<file path="src/rtl/seg_parser_pkg.sv">
package seg_parser_pkg;
  typedef enum logic [3:0] {
    ST_RSV = 4'd0,
    ST_IV  = 4'd1,
    ST_AD  = 4'd2,
    ST_MSG = 4'd3,
    ST_CT  = 4'd4,
    ST_TAG = 4'd5,
    ST_KEY = 4'd6
  } seg_type_e;

  typedef enum logic [1:0] {
    PS_INSTR = 2'd0,
    PS_HDR   = 2'd1,
    PS_DATA  = 2'd2
  } parse_state_e;

  localparam logic [7:0] EC_NONE     = 8'h00;
  localparam logic [7:0] EC_RESERVED = 8'h01;
  localparam logic [7:0] EC_KEY_PUB  = 8'h02;
  localparam logic [7:0] EC_SEC_TYPE = 8'h03;
endpackage

</file>
<file path="src/rtl/seg_hdr_decode.sv">
module seg_hdr_decode
  import seg_parser_pkg::*;
#(
  parameter int W = 32
) (
  input  logic [W-1:0]  hdr,
  input  logic          from_secret,
  output logic [3:0]    typ,
  output logic          last,
  output logic [7:0]    id,
  output logic [W-17:0] len,
  output logic          bad,
  output logic [7:0]    code
);
  logic is_rsv;

  assign typ    = hdr[3:0];
  assign last   = hdr[7];
  assign id     = hdr[15:8];
  assign len    = hdr[W-1:16];
  assign is_rsv = (typ == ST_RSV) || (typ > ST_KEY);

  always_comb begin
    bad  = 1'b1;
    code = EC_NONE;
    if (is_rsv)                                code = EC_RESERVED;
    else if (from_secret && typ != ST_KEY)     code = EC_SEC_TYPE;
    else if (!from_secret && typ == ST_KEY)    code = EC_KEY_PUB;
    else                                       bad  = 1'b0;
  end
endmodule

</file>
<file path="src/rtl/seg_byte_tracker.sv">
module seg_byte_tracker #(
  parameter int W = 32
) (
  input  logic                       clk,
  input  logic                       rst,
  input  logic                       load,
  input  logic [W-17:0]              len,
  input  logic                       step,
  output logic                       final_word,
  output logic [$clog2(W/8+1)-1:0]   chunk
);
  localparam int BPW   = W / 8;
  localparam int LEN_W = W - 16;
  localparam int CNT_W = $clog2(BPW + 1);

  logic [LEN_W-1:0] rem;

  assign final_word = (rem <= LEN_W'(BPW));
  assign chunk      = final_word ? rem[CNT_W-1:0] : CNT_W'(BPW);

  always_ff @(posedge clk) begin
    if (rst)       rem <= '0;
    else if (load) rem <= len;
    else if (step) rem <= final_word ? '0 : rem - LEN_W'(BPW);
  end
endmodule

</file>
<file path="src/rtl/seg_input_parser.sv">
module seg_input_parser
  import seg_parser_pkg::*;
#(
  parameter int W = 32
) (
  input  logic                       clk,
  input  logic                       rst,
  input  logic [W-1:0]               pdi_data,
  input  logic                       pdi_ready,
  output logic                       pdi_read,
  input  logic [W-1:0]               sdi_data,
  input  logic                       sdi_ready,
  output logic                       sdi_read,
  output logic                       out_valid,
  output logic [W-1:0]               out_data,
  output logic [3:0]                 out_type,
  output logic [7:0]                 out_id,
  output logic [$clog2(W/8+1)-1:0]   out_bytes,
  output logic                       out_end,
  output logic                       done,
  output logic                       err,
  output logic [7:0]                 err_code
);
  localparam int BPW   = W / 8;
  localparam int LEN_W = W - 16;
  localparam int CNT_W = $clog2(BPW + 1);

  parse_state_e     st;
  logic             src_sec;
  logic [3:0]       cur_type;
  logic [7:0]       cur_id;
  logic             cur_last;

  logic [W-1:0]     act_word;
  logic             take, hdr_take, data_take;
  logic [3:0]       d_type;
  logic             d_last, d_bad;
  logic [7:0]       d_id, d_code;
  logic [LEN_W-1:0] d_len;
  logic             fin_word;
  logic [CNT_W-1:0] chunk;
  logic             seg_over, stream_over;

  assign sdi_read  = src_sec & sdi_ready;
  assign pdi_read  = ~src_sec & pdi_ready;
  assign take      = sdi_read | pdi_read;
  assign act_word  = src_sec ? sdi_data : pdi_data;
  assign hdr_take  = take && (st == PS_HDR);
  assign data_take = take && (st == PS_DATA);

  seg_hdr_decode #(.W(W)) dec_i (
    .hdr(act_word), .from_secret(src_sec), .typ(d_type), .last(d_last),
    .id(d_id), .len(d_len), .bad(d_bad), .code(d_code)
  );

  seg_byte_tracker #(.W(W)) trk_i (
    .clk(clk), .rst(rst), .load(hdr_take && !d_bad), .len(d_len),
    .step(data_take), .final_word(fin_word), .chunk(chunk)
  );

  assign seg_over    = (hdr_take && !d_bad && d_len == '0) || (data_take && fin_word);
  assign stream_over = hdr_take ? d_last : cur_last;

  always_ff @(posedge clk) begin
    if (rst) begin
      st        <= PS_INSTR;
      src_sec   <= 1'b1;
      cur_type  <= '0;
      cur_id    <= '0;
      cur_last  <= 1'b0;
      out_valid <= 1'b0;
      out_data  <= '0;
      out_type  <= '0;
      out_id    <= '0;
      out_bytes <= '0;
      out_end   <= 1'b0;
      done      <= 1'b0;
      err       <= 1'b0;
      err_code  <= EC_NONE;
    end else begin
      out_valid <= 1'b0;
      done      <= 1'b0;
      err       <= 1'b0;
      case (st)
        PS_INSTR: if (take) st <= PS_HDR;
        PS_HDR: if (take) begin
          if (d_bad) begin
            err      <= 1'b1;
            err_code <= d_code;
            st       <= PS_INSTR;
            src_sec  <= 1'b1;
          end else begin
            cur_type <= d_type;
            cur_id   <= d_id;
            cur_last <= d_last;
            st       <= (d_len == '0) ? PS_HDR : PS_DATA;
          end
        end
        PS_DATA: if (take) begin
          out_valid <= 1'b1;
          out_data  <= act_word;
          out_type  <= cur_type;
          out_id    <= cur_id;
          out_bytes <= chunk;
          out_end   <= fin_word;
        end
        default: st <= PS_INSTR;
      endcase
      if (seg_over) begin
        if (stream_over) begin
          st      <= PS_INSTR;
          src_sec <= ~src_sec;
          done    <= ~src_sec;
        end else begin
          st <= PS_HDR;
        end
      end
    end
  end


  single_read_chk: assert property (@(posedge clk) disable iff (rst)
    $onehot0({pdi_read, sdi_read}));

  mid_word_full_chk: assert property (@(posedge clk) disable iff (rst)
    (out_valid && !out_end) |-> (out_bytes == CNT_W'(BPW)));

  end_word_range_chk: assert property (@(posedge clk) disable iff (rst)
    (out_valid && out_end) |-> (out_bytes != '0 && out_bytes <= CNT_W'(BPW)));

  key_from_secret_chk: assert property (@(posedge clk) disable iff (rst)
    (out_valid && out_type == ST_KEY) |-> $past(sdi_read));

  err_no_data_chk: assert property (@(posedge clk) disable iff (rst)
    err |-> !out_valid);

  err_restart_chk: assert property (@(posedge clk) disable iff (rst)
    err |-> !pdi_read);

  done_not_err_chk: assert property (@(posedge clk) disable iff (rst)
    done |-> !err);
endmodule

</file>
<file path="config.mk">
export PLATFORM = sky130hd
export DESIGN_NAME = seg_input_parser
export DESIGN_NICKNAME = d
export VERILOG_FILES = /design/src/rtl/seg_parser_pkg.sv /design/src/rtl/seg_hdr_decode.sv /design/src/rtl/seg_byte_tracker.sv /design/src/rtl/seg_input_parser.sv
export SDC_FILE = /design/constraint.sdc
export NUM_CORES = 1
export LEC_CHECK = 0
export ABC_AREA = 1
export CORE_ASPECT_RATIO = 1.75
export CORE_MARGIN = 5
export CORE_UTILIZATION = 30
export DETAILED_ROUTE_END_ITERATION = 10
export DONT_BUFFER_PORTS = 1
export SYNTH_ARGS = -nofsm -noshare
export SYNTH_HDL_FRONTEND = slang
export SYNTH_SLANG_ARGS = --single-unit
</file>
<file path="constraint.sdc">
create_clock -name clk -period 2.8 [get_ports clk]
set_input_delay 0.42 -clock clk [delete_from_list [all_inputs] [get_ports clk]]
set_output_delay 0.42 -clock clk [all_outputs]
set_load 0.1 [all_outputs]
</file>
==> metrics.md <==
| Metric | Value |
|---|---|
| Status | finished clean |
| Die ar. | 0.0172 mm^2 |
| # hold bufs at CTS | 0 |
| DIE WIDTH | 101 um |
| Initial Utilization | 0.305 |
| Static Leak | 2.29 nW |
| Final Slew Violations | 0 |
| Kind of critical path | reg -> reg |
| DIE HEIGHT | 170 um |
| Gr ovfl total | 0 |
| Yosys Warn Count | 0 |
| Drt first-iter violations | 76 |
| Buffers added on ports | 0 |
| Vias per inst | 4.73 |
| Vias in the first global route | 3,914 |
| Clock Latency Late Sink | 0.34 ns |
| Root Buffer | clkbuf_16 |
| Initial antenna violation count | 0 |
| Max clock buf depth | 2 |
| Worst-path clk slew | 0.06 ns |
| GP Congestion | ~0.88 |
| Postcts setup bufs | 0 |
| Antenna Nets Post-Route | 0 |
| Syn Area/Cell | 6.46 um^2 |
| Max_cap viols | 0 |
| Final hold viol count | 0 |
| Nets@finish | 745 |
| Io pins | 129 |
| HP Class | in -> reg |
| First drt pass iteration count | 4 |
| Synth-to-Final Area Change | 10.7% |
| CP startpoint kind | flop |
| Vias | 4,067 |
| Slew @ Worst Pin | roughly 1.0 ns |
| Total power | 2.71 mW |
| Setup crit end kind | flop |
| CP endpoint | trk_i.rem[15]$_SDFFE_PP0P_ |
| Clock period minus worst slack | 2.30 ns |
| CTS resizes | 0 |
| Fin crit share | 0.821 |
| Post-Layout Cell Count | 859 |
| Site Rows | 58 |
| Worst R2R End | trk_i.rem[15]$_SDFFE_PP0P_ |
| R2R Setup Slk | 0.50 ns |
| Worst Setup SP | src_sec$_SDFF_PP1_ |
| PwrDens | 558 mW/mm^2 |
| Synth async-reset ratio | 0 |
| Crit path DAT | 2.59 ns |
| Predominant post-synthesis flop cell | dfxtp_1 |
| H-tree depth | 3 |
| CTS Sinks | 85 |
| WP data required | 3.09 ns |
| Sequential area share after synthesis | 0.388 |
| Library cells used by synthesis | 36 |
| Layout cell share with drive strength beyond 1 | 0.0751 |
| Antenna diode count | 0 |
| Cell Area, Synth | between 0.004 and 0.005 mm^2 |
| Final setup viols | 0 |
| Worst r2r src | src_sec$_SDFF_PP1_ |
| Post-route DRC | 0 |
| Post-Place Worst Slack | just over 0.5 ns |
| Setup Skew | 0.00812 ns |
| Total core area | 0.0144 mm^2 |
| Setup WS post-layout | ~0.5 ns |
| Peak supply drop | 0.000212 V |
| Drt wl/cell | 15.3 um |
| Max-slew headroom | 0.321 |
| Largest net degree at the start of global routing | 56 |
| CTS tree | done |
| Dpl cells | ~840 |
| Post-DP HPWL | 9960 um |
| Crit Path Max Fanout | 26 |
| Synth area leaders | dfxtp_1 (39%), nand2_1 (21%), nor2_1 (7.1%) |
| First-pass GRT wire length | 20,300 um |
| Top cell type's share of synthesized area | 0.388 |
| Max Clk Rate | 0.435 GHz |
| R2r worst-path depth | 10 |
| Cell taking the most area after synthesis | dfxtp_1 |
| Post-synth EDFFs | 0 |
| CTS Buf Count | 9 |
| # fillers | 1,631 |
| Fin Setup TNS | 0 ns |
| RSZ-0062 raised after global routing | false |
| Total track usage | 0.153 |
| Cells after Synth | 679 |
| Seq cells post-synth | 85 |
| WL final | 13,100 um |
-- cell type report --
class / instances / area [um^2] / share of cell area
multi-input cells: 489 / 2210 / 0.455
flip-flops and latches: 85 / 1700 / 0.351
inverters: 73 / 274 / 0.0564
clock buffers: 11 / 243 / 0.0500
well taps: 180 / 225 / 0.0464
repair buffers: 16 / 120 / 0.0247
clock inverters: 5 / 82.6 / 0.0170
-- placed cells by master, fill, tap and decap left out, types with 3 or more instances in the layout --
cell	instances
ha_1	3
o211ai_1	3
xor2_1	5
conb_1	6
inv_2	4
a31oi_1	7
nand3_1	24
nor2_1	82
dfxtp_1	84
a211oi_1	19
o21ai_0	27
nand2_1	249
nand4_1	3
clkbuf_16	9
a21oi_1	34
nor2_2	4
buf_4	16
inv_1	68
nand2_2	5
-- Yosys cell counts, drive strengths merged (2+ instances only) --
master and number:
nor4 2, o21ai 29, a21oi 34, a31oi 7
buf 20, a211oi 19, ha 3, inv 72
nor3 3, nand4 3, clkbuf 17, dfxtp 85
nand3 26, o211ai 3, xor2 5, nand3b 2
nand2 255, nor2 88
-- flip-flops by register name (all words and copies together), names as in the netlist --
signal	count
out_data	32
trk_i.rem	16
cur_id	8
out_id	8
cur_type	4
out_type	4
out_bytes	3
err_code	2
st	2
cur_last	1
done	1
err	1
out_end	1
out_valid	1
src_sec	1
-- cell families (layout without fill, tap and decap cells) --
family / count (synthesis) / in the layout / synth area share
xor+xnor: 6 / 6 / 0.0120
fa+ha+maj: 3 / 3 / 0.00856
buf+inv: 110 / 105 / 0.114
simple gates: 379 / 379 / 0.352
other cells: 1 / 6 / 0.000855
compound gates: 95 / 95 / 0.125
flops: 85 / 85 / 0.388
-- worst max-delay path, stage by stage (launching register included) --
cell and delay [ns]:
dfxtp_2 0.33, buf_4 0.19, o21ai_0 0.35, nand3_1 0.13, ha_1 0.38, nand2_4 0.09, nor2_8 0.31, nand2_1 0.17
o211ai_1 0.16, nand2_1 0.07, inv_1 0.05
-- routing by layer --
| metal | track usage | vias up | share of wire |
|---|---|---|---|
| li1 | - | 2103 | - |
| met1 | 0.157 | 1821 | 0.37 |
| met2 | 0.287 | 115 | 0.53 |
| met3 | 0.0291 | 28 | 0.062 |
| met4 | 0.0741 | 0 | 0.035 |
| met5 | 0 | - | 0 |
-- worst min-delay path by stage --
stage                          start                        end  slack [ns]  depth (start not counted)
2_1_floorplan  cur_last$_SDFFE_PP0P_      cur_last$_SDFFE_PP0P_        0.42                          2
3_3_place_gp   cur_last$_SDFFE_PP0P_      cur_last$_SDFFE_PP0P_        0.44                          2
3_5_place_dp   cur_last$_SDFFE_PP0P_      cur_last$_SDFFE_PP0P_        0.45                          2
4_1_cts                          rst  out_data[15]$_SDFFE_PP0P_        0.13                          1
5_1_grt                          rst  out_data[15]$_SDFFE_PP0P_        0.13                          1
6_report                         rst  out_data[15]$_SDFFE_PP0P_        0.14                          1
-- power by group --
part           internal, mW  leakage, nW  switching (mW)
Sequential             1.21        0.684          0.0210
Combinational        0.0375         1.44           0.127
Clock                 0.810        0.160           0.502
-- metrics by stage --
stage	util	instance area (um^2)	hold slack, ns
final	0.338	4850	0.145
after global routing	0.338	4850	0.131
after CTS	0.338	4850	0.127
after detailed placement	0.315	4530	0.447
after global placement	0.315	4530	0.443
after floorplan	-	4410	0.425
Note: power is estimated with default switching activity, not from simulation.
